### src/rtl/lpidle_pkg.sv
package lpidle_pkg;

  localparam int LP_CNT_W = 7;

  typedef enum logic [1:0] {
    LP_RUN   = 2'd0,
    LP_PLAIN = 2'd1,
    LP_SLOW  = 2'd2
  } lp_mode_e;

  // divisor code -> low-bit mask (n-1) of the free-running counter
  function automatic logic [LP_CNT_W-1:0] lp_code_mask(input logic [1:0] code);
    return LP_CNT_W'((32'd16 << code) - 32'd1);
  endfunction

endpackage

### src/rtl/lpidle_divider.sv
module lpidle_divider
  import lpidle_pkg::*;
(
  input  logic                clk,
  input  logic                rst,
  input  logic                load,
  input  logic                clear,
  input  logic [1:0]          code,
  output logic                tick_now,
  output logic                tick_nxt,
  output logic [LP_CNT_W-1:0] mask_q
);

  logic [LP_CNT_W-1:0] cnt_q;
  logic [LP_CNT_W-1:0] cnt_nxt;
  logic [LP_CNT_W-1:0] mask_nxt;

  always_comb begin
    cnt_nxt = cnt_q + 1'b1;
    if (load)
      mask_nxt = lp_code_mask(code);
    else if (clear)
      mask_nxt = '0;
    else
      mask_nxt = mask_q;
    tick_now = (cnt_q & mask_q) == mask_q;
    tick_nxt = (cnt_nxt & mask_nxt) == mask_nxt;
  end

  always_ff @(posedge clk) begin
    if (rst) begin
      cnt_q  <= '0;
      mask_q <= '0;
    end else begin
      cnt_q  <= cnt_nxt;
      mask_q <= mask_nxt;
    end
  end

  // with a ratio above 1 held, a tick is never followed by another tick
  assert_tick_spacing_R4: assert property (@(posedge clk) disable iff (rst)
    (tick_now && !load && !clear && mask_q != '0) |=> !tick_now);

  // reset restores ratio 1
  assert_ratio_reset_R1: assert property (@(posedge clk) disable iff (rst)
    $past(rst) |-> (mask_q == '0));

endmodule

### src/rtl/lpidle_wake.sv
module lpidle_wake #(
  parameter int NIRQ = 4,
  parameter int IDW  = 2
) (
  input  logic            clk,
  input  logic            rst,
  input  logic            idle_act,
  input  logic            take,
  input  logic [NIRQ-1:0] irq_req,
  input  logic [NIRQ-1:0] irq_en,
  output logic            wake_any,
  output logic [IDW-1:0]  wake_id
);

  logic [NIRQ-1:0] pend_q;
  logic [NIRQ-1:0] live;

  always_comb begin
    live     = pend_q | (irq_req & irq_en);
    wake_any = idle_act && (|live);
    wake_id  = '0;
    for (int i = NIRQ - 1; i >= 0; i--) begin
      if (live[i]) wake_id = IDW'(i);
    end
  end

  always_ff @(posedge clk) begin
    if (rst || !idle_act || take)
      pend_q <= '0;
    else
      pend_q <= live;
  end

  // an enabled request seen in idle without a wake is remembered
  assert_latch_enabled_R7: assert property (@(posedge clk) disable iff (rst)
    (idle_act && !take && (|(irq_req & irq_en))) |=> (pend_q != '0));

  // nothing masked ever enters the pending set
  assert_masked_kept_out_R8: assert property (@(posedge clk) disable iff (rst)
    ((pend_q == '0) && ((irq_req & irq_en) == '0)) |=> (pend_q == '0));

endmodule

### src/rtl/lpidle_pdiv.sv
module lpidle_pdiv #(
  parameter int RATIO = 2
) (
  input  logic clk,
  input  logic rst,
  input  logic step,
  output logic pulse
);

  localparam int W = (RATIO > 1) ? $clog2(RATIO) : 1;
  localparam logic [W-1:0] LAST = W'(RATIO - 1);

  logic [W-1:0] pc_q;

  always_ff @(posedge clk) begin
    if (rst) begin
      pc_q  <= '0;
      pulse <= 1'b0;
    end else begin
      pulse <= step && (pc_q == LAST);
      if (step) pc_q <= (pc_q == LAST) ? '0 : pc_q + 1'b1;
    end
  end

  // a domain pulse only ever follows a core step
  assert_pulse_on_step_R5: assert property (@(posedge clk) disable iff (rst)
    pulse |-> $past(step));

endmodule

### src/rtl/lpidle_steal.sv
module lpidle_steal #(
  parameter int N = 2
) (
  input  logic         clk,
  input  logic         rst,
  input  logic [N-1:0] req,
  output logic [N-1:0] gnt
);

  logic [N-1:0] pick;

  always_comb pick = req & (~req + N'(1));

  always_ff @(posedge clk) begin
    if (rst) gnt <= '0;
    else     gnt <= pick;
  end

  assert_grant_onehot_R10: assert property (@(posedge clk) disable iff (rst)
    $onehot0(gnt));

  assert_grant_follows_R10: assert property (@(posedge clk) disable iff (rst)
    (|req) |=> (|gnt));

endmodule

### src/rtl/lpidle_ctrl.sv
module lpidle_ctrl
  import lpidle_pkg::*;
#(
  parameter int NIRQ       = 4,
  parameter int NSTEAL     = 2,
  parameter int SCLK_RATIO = 2,
  parameter int CLKO_RATIO = 1,
  parameter int TMR_RATIO  = 4,
  parameter int IDW        = $clog2(NIRQ)
) (
  input  logic              clk,
  input  logic              rst,
  input  logic              idle_req,
  input  logic              idle_slow,
  input  logic [1:0]        idle_div,
  input  logic [NIRQ-1:0]   irq_req,
  input  logic [NIRQ-1:0]   irq_en,
  input  logic [NSTEAL-1:0] steal_req,
  output logic              core_ce,
  output logic              sclk_ce,
  output logic              clkout_ce,
  output logic              timer_ce,
  output logic              stall,
  output logic              svc_valid,
  output logic [IDW-1:0]    svc_id,
  output logic [NSTEAL-1:0] steal_gnt
);

  localparam int NDOM = 3;

  function automatic int dom_ratio(input int idx);
    if (idx == 0) return SCLK_RATIO;
    if (idx == 1) return CLKO_RATIO;
    return TMR_RATIO;
  endfunction

  lp_mode_e            mode_q, mode_nxt;
  logic                div_load, div_clear, go;
  logic                tick_now, tick_nxt, ce_nxt;
  logic [LP_CNT_W-1:0] mask_q;
  logic                wake_any;
  logic [IDW-1:0]      wake_id;
  logic [NDOM-1:0]     dom_ce;
  logic [LP_CNT_W-1:0] lat_q;

  lpidle_divider u_div (
    .clk      (clk),
    .rst      (rst),
    .load     (div_load),
    .clear    (div_clear),
    .code     (idle_div),
    .tick_now (tick_now),
    .tick_nxt (tick_nxt),
    .mask_q   (mask_q)
  );

  lpidle_wake #(.NIRQ(NIRQ), .IDW(IDW)) u_wake (
    .clk      (clk),
    .rst      (rst),
    .idle_act (mode_q != LP_RUN),
    .take     (go),
    .irq_req  (irq_req),
    .irq_en   (irq_en),
    .wake_any (wake_any),
    .wake_id  (wake_id)
  );

  lpidle_steal #(.N(NSTEAL)) u_steal (
    .clk (clk),
    .rst (rst),
    .req (steal_req),
    .gnt (steal_gnt)
  );

  for (genvar g = 0; g < NDOM; g++) begin : g_dom
    lpidle_pdiv #(.RATIO(dom_ratio(g))) u_pdiv (
      .clk   (clk),
      .rst   (rst),
      .step  (ce_nxt),
      .pulse (dom_ce[g])
    );
  end

  assign sclk_ce   = dom_ce[0];
  assign clkout_ce = dom_ce[1];
  assign timer_ce  = dom_ce[2];

  always_comb begin
    mode_nxt  = mode_q;
    div_load  = 1'b0;
    div_clear = 1'b0;
    go        = 1'b0;
    unique case (mode_q)
      LP_RUN: begin
        if (idle_req) begin
          if (idle_slow) begin
            mode_nxt = LP_SLOW;
            div_load = 1'b1;
          end else begin
            mode_nxt = LP_PLAIN;
          end
        end
      end
      LP_PLAIN: begin
        if (wake_any) begin
          mode_nxt = LP_RUN;
          go       = 1'b1;
        end
      end
      LP_SLOW: begin
        // leave only at the close of a slow cycle
        if (wake_any && tick_now) begin
          mode_nxt  = LP_RUN;
          go        = 1'b1;
          div_clear = 1'b1;
        end
      end
      default: begin
        mode_nxt  = LP_RUN;
        div_clear = 1'b1;
      end
    endcase
    ce_nxt = (mode_nxt != LP_PLAIN) && tick_nxt;
  end

  always_ff @(posedge clk) begin
    if (rst) begin
      mode_q    <= LP_RUN;
      core_ce   <= 1'b1;
      stall     <= 1'b0;
      svc_valid <= 1'b0;
      svc_id    <= '0;
    end else begin
      mode_q    <= mode_nxt;
      core_ce   <= ce_nxt;
      stall     <= (mode_nxt != LP_RUN);
      svc_valid <= go;
      svc_id    <= go ? wake_id : svc_id;
    end
  end

  // cycles spent in slow idle with a wake pending
  always_ff @(posedge clk) begin
    if (rst || !(mode_q == LP_SLOW && wake_any) || go)
      lat_q <= '0;
    else
      lat_q <= lat_q + 1'b1;
  end

  assert_wake_bound_R7: assert property (@(posedge clk) disable iff (rst)
    lat_q <= mask_q);

  assert_reset_state_R1: assert property (@(posedge clk) disable iff (rst)
    $past(rst) |-> (core_ce && !stall && !svc_valid));

  assert_plain_hold_R3: assert property (@(posedge clk) disable iff (rst)
    (mode_q == LP_PLAIN && !wake_any) |=> (mode_q == LP_PLAIN && !core_ce));

  assert_domain_in_core_R5: assert property (@(posedge clk) disable iff (rst)
    (sclk_ce || clkout_ce || timer_ce) |-> core_ce);

  assert_svc_single_R9: assert property (@(posedge clk) disable iff (rst)
    svc_valid |=> !svc_valid);

  assert_idle_cmd_ignored_R11: assert property (@(posedge clk) disable iff (rst)
    (mode_q != LP_RUN && idle_req && !go) |=> $stable(mode_q) && $stable(mask_q));

endmodule

### config.mk
export PLATFORM = sky130hd
export DESIGN_NAME = lpidle_ctrl
export DESIGN_NICKNAME = d
export VERILOG_FILES = /design/src/rtl/lpidle_pkg.sv /design/src/rtl/lpidle_divider.sv /design/src/rtl/lpidle_wake.sv /design/src/rtl/lpidle_pdiv.sv /design/src/rtl/lpidle_steal.sv /design/src/rtl/lpidle_ctrl.sv
export SDC_FILE = /design/constraint.sdc
export NUM_CORES = 1
export LEC_CHECK = 0
export BUFFER_PORTS_ARGS = -buffer_cell sky130_fd_sc_hd__buf_2
export CAP_MARGIN = 10
export CORE_UTILIZATION = 54
export DETAILED_ROUTE_END_ITERATION = 12
export PLACE_DENSITY = 0.77
export SYNTH_ARGS = -nofsm -noshare
export SYNTH_HDL_FRONTEND = slang
export SYNTH_SLANG_ARGS = --single-unit
export TNS_END_PERCENT = 100
### constraint.sdc
create_clock -name clk -period 2.8 [get_ports clk]
set_input_delay 0 -clock clk [delete_from_list [all_inputs] [get_ports clk]]
set_output_delay 0 -clock clk [all_outputs]
set_load 0.005 [all_outputs]
After elaboration in Yosys (flattened, before gate mapping)
Cells that the tools add are included.
W data, S select, Z words.

cells by class
  reductions and logical operators = 14
  equal/unequal tests = 6
  mux-type cells = 21
  shift operators = 1
  bitwise operators = 7
  $add $sub $neg = 6

operators with widths
  kind                   number
  $mux W2                9
  $and A7 B7 Y7          2
  $eq A7 B7 Y1           2
  $mux W7                2
  $add A7 B1 Y7 const B  1
  $mux W1                7
  $shl A5 B2 Y7 const A  1
  $sub A7 B1 Y7 const B  1
  $logic_and A1 B1 Y1    6
  $pmux W2 S3            1
  $add A2 B1 Y2 const B  2
  $and A4 B4 Y4          1
  $eq A2 B2 Y1 const B   2
  $or A4 B4 Y4           1
  $pmux W1 S2            2
  $reduce_bool A2 Y1     2
  $reduce_or A4 Y1       1
  $add A1 B1 Y1 const B  2
  $and A2 B2 Y2          1
  $eq A2 B1 Y1 const B   1
  $logic_not A2 Y1       1
  $logic_or A1 B1 Y1     2
  $ne A2 B1 Y1 const B   1
  $not A2 Y2             1
  other kinds (3)        3

storage, ports and cells
  logic and storage cells = 70
  bits in registers = 34
  input port bits = 16
  output and inout port bits = 10

Depth between registers and ports, before layout
  depth after elaboration = 13
  depth in mapped cells = 10
  mapped depth without buffers = 9

By module
Synthesis repeated with hierarchy kept, for this count alone.

unflattened totals
  cell total of the unflattened synthesis = 157
  area, all modules = 1416.4 um^2

modules (own cells, without submodules)
  module                          cells each  instances  area an instance (um^2)
  lpidle_divider                  70          1          598.1
  lpidle_ctrl                     45          1          387.9
  lpidle_wake                     19          1          163.9
  lpidle_pdiv at g_dom[2].u_pdiv  11          1          113.9
  lpidle_pdiv at g_dom[0].u_pdiv  6           1          60.1
  lpidle_steal                    4           1          58.8
  lpidle_pdiv at g_dom[1].u_pdiv  2           1          33.8

Worst setup path before layout
OpenSTA, ideal clock, no wires.

  path kind = flip-flop to flip-flop
  from = reg mode_q[0]
  to = reg g_dom[0].u_pdiv.pc_q
  slack = 382 ps
  arrival = 2297 ps
  setup time = 121 ps
  data required time = 2679 ps
  cell stages (with the launch flop) = 11
  cell sequence = dfxtp_1 inv_1 ha_1 and3_1 clkbuf_1 a31oi_1 nand2b_1 or4b_1 o31a_1 o2111ai_4 mux2_4

on the way
  word-level cells in the longest chain between the ends = 10
  elaborated cells between the ends (all ways) = 20

RTL lines
  element                   line                  text
  start: declaration        lpidle_ctrl.sv:37     lp_mode_e mode_q, mode_nxt;
  start signal: assignment  lpidle_ctrl.sv:134    mode_q <= mode_nxt;
  $reduce_bool A2 Y1        lpidle_ctrl.sv:60     .idle_act (mode_q != LP_RUN),
  $logic_and A1 B1 Y1       lpidle_wake.sv:20     wake_any = idle_act && (|live);
  $logic_and A1 B1 Y1       lpidle_ctrl.sv:112    if (wake_any && tick_now) begin
  $mux W1                   lpidle_ctrl.sv:112
  $pmux W1 S2               lpidle_ctrl.sv:93     unique case (mode_q)
  $mux W7                   lpidle_divider.sv:22  else if (clear)
  $mux W7                   lpidle_divider.sv:20  if (load)
  $and A7 B7 Y7             lpidle_divider.sv:27  tick_nxt = (cnt_nxt & mask_nxt) == mask_nxt;
  $eq A7 B7 Y1              lpidle_divider.sv:27
  $logic_and A1 B1 Y1 (*)   lpidle_ctrl.sv:123    ce_nxt = (mode_nxt != LP_PLAIN) && tick_nxt;
  end signal: assignment    lpidle_pdiv.sv:21     if (step) pc_q <= (pc_q == LAST) ? '0 : pc_q + 1'b1;
  end: declaration          lpidle_pdiv.sv:13     logic [W-1:0] pc_q;

Every way passes the cells marked *; elsewhere a longest branch is shown, timed or not.
A chain may end at the register's enable or synchronous reset.

Worst setup path after layout
Ends and elaborated chain as after synthesis.

==> results.py <==
metrics = {
    "status": {
        "status": "complete, no violations",
    },
    "worst_setup_path": {
        "crit_fanout": 7,
        "max_stage_delay_ns": 0.46,
        "worstPathRequired_ns": 3.04,
        "cp-start-kind": "flop",
        "crit_buf_inv": 1,
        "cp_cell_sequence": "inv_1 > ha_1 > and3_1 > a31oi_1 > nand2b_1 > or4b_1 > o31a_1 > o2111ai_4 > mux2_4",
        "path_class": "reg2reg",
        "critical-path-slowest-cell": "or4b_1",
        "cp.arrival_ns": 2.86,
        "critPathTopFamily": "simple AND/OR/NAND/NOR gates",
        "endpoint_kind": "flop",
    },
    "grt": {
        "grt_pass1_vias": 1152,
        "grt_pass1_wl_um": 4950,
        "grt_max_degree": 33,
        "antenna_found_initial": 0,
        "gr-usage-all-layers_pct": 24.4,
        "grt_overflow": 0,
    },
    "route": {
        "drt_iter0_drc": 44,
        "drcViolationCount": 0,
        "drtAntennaViolNets": 0,
        "detail_route.wirelength_um": 3220,
        "routedWlPerCell_um": 13.8,
        "viasPerCell": 5.57,
        "firstDrtPassIters": 4,
        "via_count": 1298,
    },
    "power_and_ir_drop": {
        "ir_drop_v": 0.000500,
        "pwr_density_cell_nw_per_um2": 568,
        "p_leak_nw": 0.782,
    },
    "job": {
        "cap_violations": 0,
    },
    "synth": {
        "synth_ff_type": "dfxtp_1",
        "synth_edf_count": 0,
        "syn_inst": 162,
        "ys_warn_count": 0,
        "syn_area_um2": 1490,
        "ys_ff_latch": 33,
        "ys_types": 37,
        "ys_seq_area_share_pct": 44.3,
        "syn_nets": 184,
        "synth_area_per_cell_um2": 9.21,
        "postSynth.asyncResetShare_pct": 0,
    },
    "timing": {
        "fin_hold_ws_ns": 0.0653,
        "setup_viol": 0,
        "layout_min_cycle_time_ns": 2.62,
        "final_hold_viol_count": 0,
        "fmax_mhz": 381,
        "slew_viol_final": 0,
        "setup_tns_ns": 0,
        "clock_skew_ns": 0.00840,
        "maxSlewHeadroom_pct": 63.8,
        "grt_setup_unrepaired": "false",
        "fin_crit_sh_pct": 93.7,
        "tightest_slew_ns": 0.543,
    },
    "cts": {
        "cts_tree": "yes",
        "htreeDepth": 2,
        "clock_latency_ns": 0.34,
        "cts_hold_buf": 11,
        "clk_pin_slew_ns": 0.10,
        "cts_root_buf": "clkbuf_4",
        "cts-resized-gates": 0,
        "cts_buffer_depth": 2,
        "post_cts_buffers": 0,
        "clock_sinks": 33,
        "numCtsBuffers": 5,
    },
    "die": {
        "die_w_um": 54.6,
        "die_h_um": 54.6,
        "initial_core_util_pct": 58.6,
        "ioPinCount": 26,
        "die_area_um2": 2980,
        "core_um2": 2540,
        "core.rowCount": 18,
    },
    "placed_design": {
        "post-dp-hpwl_um": 2160,
        "place_congestion": 0.920,
        "io_buffers": 25,
    },
    "hold_path": {
        "hold_path_class": "in2reg",
    },
    "finish": {
        "drive_gt1_share_pct": 22.2,
        "syn_to_final_growth_pct": 22.5,
        "nFillCells": 217,
        "insertedDiodeCount": 0,
        "multiInputGateArea_um2": 797,
        "nets": 224,
        "seq_area_um2": 661,
    },
}
[cell usage after synthesis, drive strengths merged, types with 2 or more instances]
library cell  number  area (um^2)
mux2i              2         20.0
nor3               5         25.0
nor2b              9         56.3
nand2             10         37.5
ha                 6         75.1
nor3b              3         22.5
xor2               3         26.3
and3               3         18.8
nand3              5         25.0
xnor2              2         17.5
a21oi             12         67.6
mux2               2         30.0
nor2              25         93.8
clkbuf             4         15.0
a31oi              5         37.5
a211oi             2         15.0
inv                5         18.8
dfxtp             33          661
nand2b            10         62.6
[per-layer routing]
layer | vias to the layer above | global-route usage [%] | wire [um]
li1 | 643 | - | -
met2 | 40 | 39.6 | 1530
met1 | 608 | 29.5 | 1470
met5 | - | 0 | 0
met4 | 0 | 12.8 | 52
met3 | 7 | 5.83 | 161
[metrics by stage]
stage          instances  setup slack [ns]  power (mW)  utilization [%]  cell area (um^2)
4_1_cts              233             0.230        1.04             71.8              1830
6_report             233             0.177        1.04             71.8              1830
3_5_place_dp         214             0.255       0.726             64.7              1650
2_1_floorplan        162             0.382       0.672                -              1490
3_3_place_gp         214             0.358       0.717             64.7              1650
5_1_grt              233            0.0329        1.08             71.8              1830
[tightest hold or removal path, cell delays in order]
cell and delay [ns]:
buf_2 0.09, and3_1 0.15, a31oi_1 0.05, nor2_1 0.08
[report_power, final]
part / total, mW / internal, mW / switching, mW
registers: 0.526 / 0.503 / 0.0226
logic: 0.207 / 0.102 / 0.104
clock network: 0.305 / 0.145 / 0.160
total: 1.04 / 0.751 / 0.286
[cell usage in the layout (no fill, tap or decap), drive strengths merged, types with 2 or more instances in the layout]
cell type	n
nor2	25
nor2b	9
nand3	5
nand2	10
a211oi	2
buf	26
dfxtp	33
xor2	3
mux2	2
nand2b	10
and3	3
clkbuf	7
dlygate4sd3	11
nor3b	3
xnor2	2
inv	5
mux2i	2
a31oi	5
nor3	5
a21oi	12
ha	6
[final timing paths]
check                                 endpoint  cells past startpoint  slack (ns)                    from
max reg2reg  g_dom[0].u_pdiv.pc_q$_SDFFE_PP0P_                      9        0.18    mode_q[0]$_SDFF_PP0_
min reg2reg             svc_id[1]$_SDFFE_PP0P_                      2        0.46  svc_id[1]$_SDFFE_PP0P_
max          g_dom[0].u_pdiv.pc_q$_SDFFE_PP0P_                      9        0.18    mode_q[0]$_SDFF_PP0_
min                 u_div.mask_q[6]$_SDFF_PP0_                      4        0.07             idle_div[0]
[area by class of cell]
type,instances,area share [%]
repair buffers,37,13.3
clock buffers,7,3.56
clock inverters,1,0.274
inverters,5,1.03
flip-flops and latches,33,36.2
well taps,30,2.05
multi-input cells,120,43.6
[cells by family after synthesis]
logic type,Yosys count,synth area share [%]
simple gates,76,26.3
flops,33,44.3
compound gates,29,15.8
buf+inv,9,2.26
fa+ha+maj,6,5.03
xor+xnor,5,2.94
mux,4,3.36
[sequential cells by signal (all words and copies together), names as in the netlist]
| name | flops |
|---|---|
| core_ce | 1 |
| g_dom.u_pdiv.pulse | 3 |
| svc_id | 2 |
| u_wake.pend_q | 4 |
| mode_q | 2 |
| svc_valid | 1 |
| u_div.mask_q | 7 |
| g_dom.u_pdiv.pc_q | 3 |
| u_steal.gnt | 2 |
| u_div.cnt_q | 7 |
| stall | 1 |
(Power assumes the default switching activity.)
